### config.mk
export PLATFORM = sky130hd
export DESIGN_NAME = bus_wr_latch
export DESIGN_NICKNAME = d
export VERILOG_FILES = /design/src/rtl/wl_pkg.sv /design/src/rtl/wl_in_sync.sv /design/src/rtl/wl_seq.sv /design/src/rtl/wl_latch.sv /design/src/rtl/bus_wr_latch.sv
export SDC_FILE = /design/constraint.sdc
export NUM_CORES = 1
export LEC_CHECK = 0
export BUFFER_PORTS_ARGS = -buffer_cell sky130_fd_sc_hd__buf_2
export CAP_MARGIN = 10
export CELL_PAD_IN_SITES_DETAIL_PLACEMENT = 1
export CELL_PAD_IN_SITES_GLOBAL_PLACEMENT = 2
export CORE_MARGIN = 8
export CORE_UTILIZATION = 30
export DETAILED_ROUTE_END_ITERATION = 12
export PLACE_DENSITY_LB_ADDON = 0.1
export SYNTH_ARGS = -nofsm -noshare
export SYNTH_HDL_FRONTEND = slang
export SYNTH_SLANG_ARGS = --single-unit
### constraint.sdc
create_clock -name clk -period 1.3 [get_ports clk]
set_input_delay 0.26 -clock clk [delete_from_list [all_inputs] [get_ports clk]]
set_output_delay 0.26 -clock clk [all_outputs]
set_load 0.01 [all_outputs]
### src/rtl/wl_pkg.sv
package wl_pkg;
  localparam logic RW_READ  = 1'b1;
  localparam logic RW_WRITE = 1'b0;

  typedef struct packed {
    logic e;
    logic rw_n;
  } wl_ctl_t;
endpackage

### src/rtl/wl_in_sync.sv
module wl_in_sync #(
  parameter int W = 10,
  parameter int STAGES = 1,
  parameter logic [W-1:0] RST_VAL = '0
) (
  input  logic         clk,
  input  logic         rst,
  input  logic [W-1:0] d_in,
  output logic [W-1:0] q_out
);
  for (genvar i = 0; i < STAGES; i++) begin : g_stg
    logic [W-1:0] r;
    if (i == 0) begin : g_first
      always_ff @(posedge clk) begin
        if (rst) r <= RST_VAL;
        else     r <= d_in;
      end
    end else begin : g_next
      always_ff @(posedge clk) begin
        if (rst) r <= RST_VAL;
        else     r <= g_stg[i-1].r;
      end
    end
  end

  assign q_out = g_stg[STAGES-1].r;
endmodule

### src/rtl/wl_seq.sv
module wl_seq (
  input  logic clk,
  input  logic rst,
  input  logic e_s,
  input  logic rw_s,
  output logic rise_e,
  output logic fall_e,
  output logic cap_en,
  output logic oe_q,
  output logic we_n_q
);
  import wl_pkg::*;

  logic e_prev;
  logic wr_cyc;
  logic wr_now;

  // E edges from successive synchronous samples
  always_ff @(posedge clk) begin
    if (rst) e_prev <= 1'b0;
    else     e_prev <= e_s;
  end

  assign rise_e = e_s & ~e_prev;
  assign fall_e = e_prev & ~e_s;
  assign wr_now = e_s & (rw_s == RW_WRITE);

  // remembers that this E-high phase carried a write, so the falling edge captures
  always_ff @(posedge clk) begin
    if (rst)         wr_cyc <= 1'b0;
    else if (wr_now) wr_cyc <= 1'b1;
    else if (fall_e) wr_cyc <= 1'b0;
  end

  // transparent while writing with E high, frozen after the falling-edge sample
  assign cap_en = wr_now | (fall_e & wr_cyc);

  // hold state: forced on by a write, cleared only by an E rise once R/W is high
  always_ff @(posedge clk) begin
    if (rst)                   oe_q <= 1'b0;
    else if (rw_s == RW_WRITE) oe_q <= 1'b1;
    else if (rise_e)           oe_q <= 1'b0;
  end

  always_ff @(posedge clk) begin
    if (rst) we_n_q <= 1'b1;
    else     we_n_q <= ~wr_now;
  end
endmodule

### src/rtl/wl_latch.sv
module wl_latch #(
  parameter int W = 8
) (
  input  logic         clk,
  input  logic         rst,
  input  logic         cap_en,
  input  logic [W-1:0] d_s,
  output logic [W-1:0] q
);
  always_ff @(posedge clk) begin
    if (rst)         q <= '0;
    else if (cap_en) q <= d_s;
  end
endmodule

### src/rtl/bus_wr_latch.sv
module bus_wr_latch #(
  parameter int DATA_W = 8,
  parameter int IN_STAGES = 1
) (
  input  logic              clk,
  input  logic              rst,
  input  logic              e_in,
  input  logic              rw_n,
  input  logic [DATA_W-1:0] cpu_data,
  output logic [DATA_W-1:0] bus_data,
  output logic              bus_oe,
  output logic              ram_we_n
);
  import wl_pkg::*;

  localparam int SYNC_W = DATA_W + $bits(wl_ctl_t);
  localparam logic [SYNC_W-1:0] SYNC_RST = {1'b0, RW_READ, {DATA_W{1'b0}}};

  wl_ctl_t           ctl_s;
  logic [DATA_W-1:0] data_s;
  logic              e_s;
  logic              rw_s;
  logic              rise_e;
  logic              fall_e;
  logic              cap_en;

  wl_in_sync #(
    .W(SYNC_W),
    .STAGES(IN_STAGES),
    .RST_VAL(SYNC_RST)
  ) u_sync (
    .clk  (clk),
    .rst  (rst),
    .d_in ({e_in, rw_n, cpu_data}),
    .q_out({ctl_s, data_s})
  );

  assign e_s  = ctl_s.e;
  assign rw_s = ctl_s.rw_n;

  wl_seq u_seq (
    .clk   (clk),
    .rst   (rst),
    .e_s   (e_s),
    .rw_s  (rw_s),
    .rise_e(rise_e),
    .fall_e(fall_e),
    .cap_en(cap_en),
    .oe_q  (bus_oe),
    .we_n_q(ram_we_n)
  );

  wl_latch #(.W(DATA_W)) u_latch (
    .clk   (clk),
    .rst   (rst),
    .cap_en(cap_en),
    .d_s   (data_s),
    .q     (bus_data)
  );
endmodule

==> impl_metrics.py <==
metrics = {
    "global_routing": {
        "grt-ovfl-total": 0,
        "grt.met2_usage_pct": 10.4,
        "grt_first_pass_wirelength_mm": 2.30,
        "met3_usage_pct": 2.35,
        "top_usage_layer": "met2",
        "use_met1_pct": 7.48,
        "antenna_found_initial": 0,
        "grt_use_total_pct": 6.82,
        "grt_max_degree": 31,
        "grt_pass1_vias": 534,
    },
    "placed_design": {
        "dp_hpwl_um": 962,
        "port_buffers": 21,
        "dpl-instance-area_um2": 901,
        "dp_slack_ns": 0.172,
        "routabilityCongestion": 0.673,
        "place_inst": 117,
    },
    "clock_network": {
        "cts.clk_slew.worst_paths_ns": 0.13,
        "cts_resized": 0,
        "numCtsBuffers": 3,
        "cts_tree": "done",
        "cts_setup_buffers": 0,
        "root_buffer": "clkbuf_4",
        "insertion_delay_ns": 0.31,
        "h-tree-depth": 1,
        "cts.sinks": 22,
        "postCtsHoldBufs": 0,
        "cts_buffer_depth": 2,
    },
    "layout": {
        "drive_gt1_share_pct": 30.8,
        "fin_nets": 104,
        "area_growth_pct": 23.9,
        "final_cell_area_um2": 953,
        "multi_input_area_um2": 314,
        "nFillCells": 292,
        "final_cells": 121,
        "seqCellArea_um2": 440,
        "diodes": 0,
    },
    "critical_path": {
        "setup.worst_path.end": "u_latch.q[0]",
        "worstSetupPathType": "reg2reg",
        "start_kind": "register",
        "worst_r2r_startpoint": "u_sync.q_out[9]",
        "reg2reg_depth": 3,
        "rrSetupSlack_ns": 0.16,
        "worst_ep_required_time_ns": 1.54,
        "cp-end-kind": "register",
        "path_max_fanout": 8,
        "crit_arrival_ns": 1.38,
        "critPathLaunch": "u_sync.q_out[9]",
        "r2r-end": "u_latch.q[0]",
    },
    "logic_synthesis": {
        "synth.distinct_cells": 13,
        "synth_top_family_by_area": "simple AND/OR/NAND/NOR gates",
        "synth_mux_area_share_pct": 10.4,
        "yosysWarnings": 0,
        "synth-simple-area-share_pct": 25.7,
        "synth-compound-area-share_pct": 4.72,
        "syn_area_um2": 769,
        "synth_nets": 81,
        "synth_seq_cells": 22,
        "yosys.area_share.adder_pct": 0,
        "yosysSeqAreaShare_pct": 57.2,
        "syn-instance-count": 69,
        "syn_area_per_cell_um2": 11.2,
        "synth-xor-area-share_pct": 0,
    },
    "power": {
        "p_per_area_nw_per_um2": 1370,
        "leakagePower_nw": 0.441,
        "vdd_drop_max_mv": 0.637,
    },
    "timing": {
        "finalMaxSlewViolations": 0,
        "final.period_utilization_pct": 88.0,
        "clock_skew_ns": 0.00710,
        "relSlewSlack_pct": 73.0,
        "setup_violations": 0,
        "holdWs_ns": 0.122,
        "rsz0062_at_grt": "false",
        "worst_slack_ns": 0.156,
        "hold_viol_final": 0,
        "final.setup.tns_ns": 0,
        "tightest_slew_ns": 0.405,
        "max_freq_mhz": 874,
        "fin_crit_ns": 1.14,
    },
    "routing": {
        "drt-total-wl_mm": 1.36,
        "drc": 0,
        "routed_via_density": 4.31,
        "vias": 521,
        "drtPass1Iterations": 2,
        "drt_iter0_drc": 19,
        "drt-wirelength-per-cell_um": 11.2,
        "ant_nets": 0,
    },
    "floorplan": {
        "core_area_um2": 2450,
        "die_area_um2": 4440,
        "initial_core_util_pct": 31.3,
        "fp.dieH_um": 66.6,
        "io_pins": 22,
        "rows": 18,
        "die_w_um": 66.6,
    },
    "hold_path": {
        "worstHoldPathType": "in2reg",
        "min-delay-start": "rw_n",
    },
    "outcome": {
        "status": "finished clean",
    },
    "run": {
        "cap_violations": 0,
    },
}
## worst min path at each step
stage	to	slack, ns	cells after the start
6_report	u_sync.q_out[8]	0.12	2
5_1_grt	u_sync.q_out[8]	0.11	2
3_3_place_gp	u_latch.q[7]	0.44	2
3_5_place_dp	u_sync.q_out[8]	0.45	2
2_1_floorplan	u_sync.q_out[8]	0.36	1
4_1_cts	u_sync.q_out[8]	0.10	2
## final cells by class
| type | count | share of cell area [%] |
|---|---|---|
| clock buffer | 3 | 2.36 |
| clock inverter | 1 | 3.15 |
| inverter | 1 | 0.394 |
| multi-input combinational | 43 | 32.9 |
| sequential | 22 | 46.2 |
| tap | 30 | 3.94 |
| timing repair buffer | 21 | 11.0 |
## cell usage after synthesis
cell,instances,area [um2]
or2b_1,1,7.51
nand2b_1,17,106
clkbuf_1,3,11.3
nor2b_1,9,56.3
inv_1,1,3.75
a21oi_1,2,10.0
dfxtp_1,22,440
a31oi_4,1,21.3
nor2_1,2,7.51
nor2b_4,1,13.8
o21ai_0,1,5.00
or2_2,1,6.26
mux2i_1,8,80.1
## placed cells by master (no fill, tap or decap)
cell	netlist	final
dfxtp_1	22	22
nand2b_1	17	17
or2_2	1	1
a31oi_4	1	1
nor2_1	2	2
bufinv_16	0	1
mux2i_1	8	8
nor2b_1	9	9
a21oi_1	2	2
inv_1	1	1
o21ai_0	1	1
nor2b_4	1	1
clkbuf_4	0	3
buf_2	0	21
or2b_1	1	1
## kinds of logic after synthesis
kind of cell    count (synthesis)
flops                          22
simple gates                   31
mux                             8
compound gates                  4
buf+inv                         4
## critical path, cell delays in order (launching register included)
cell and delay [ns]:
dfxtp_1 0.37, inv_1 0.09, a31oi_4 0.38, mux2i_1 0.23
## state kept, by name, indices dropped and copies added (netlist names)
register / flops
u_seq.we_n_q: 1
u_latch.q: 8
u_sync.q_out: 10
u_seq.e_prev: 1
u_seq.wr_cyc: 1
u_seq.oe_q: 1
## layer usage
layer | share of wire [%] | vias to the layer above | routed length [um]
met5 | 0 | - | 0
met4 | 1.3 | 0 | 18
met3 | 5.9 | 2 | 80
met2 | 49 | 12 | 668
met1 | 44 | 245 | 592
li1 | - | 262 | -
## where the power goes
group          leakage (nW)  switching (mW)  total, mW  internal (mW)
Combinational         0.233          0.0334     0.0766         0.0432
Sequential            0.181          0.0112      0.710          0.699
Clock                0.0279           0.208      0.519          0.311
Total                 0.441           0.252       1.31           1.05
## stage by stage
| step | total power, mW | util (%) |
|---|---|---|
| 2_1_floorplan | 0.775 | - |
| 3_3_place_gp | 0.803 | 36.7 |
| 3_5_place_dp | 0.805 | 36.7 |
| 4_1_cts | 1.34 | 38.8 |
| 5_1_grt | 1.37 | 38.8 |
| 6_report | 1.31 | 38.8 |
(Power assumes the default switching activity.)
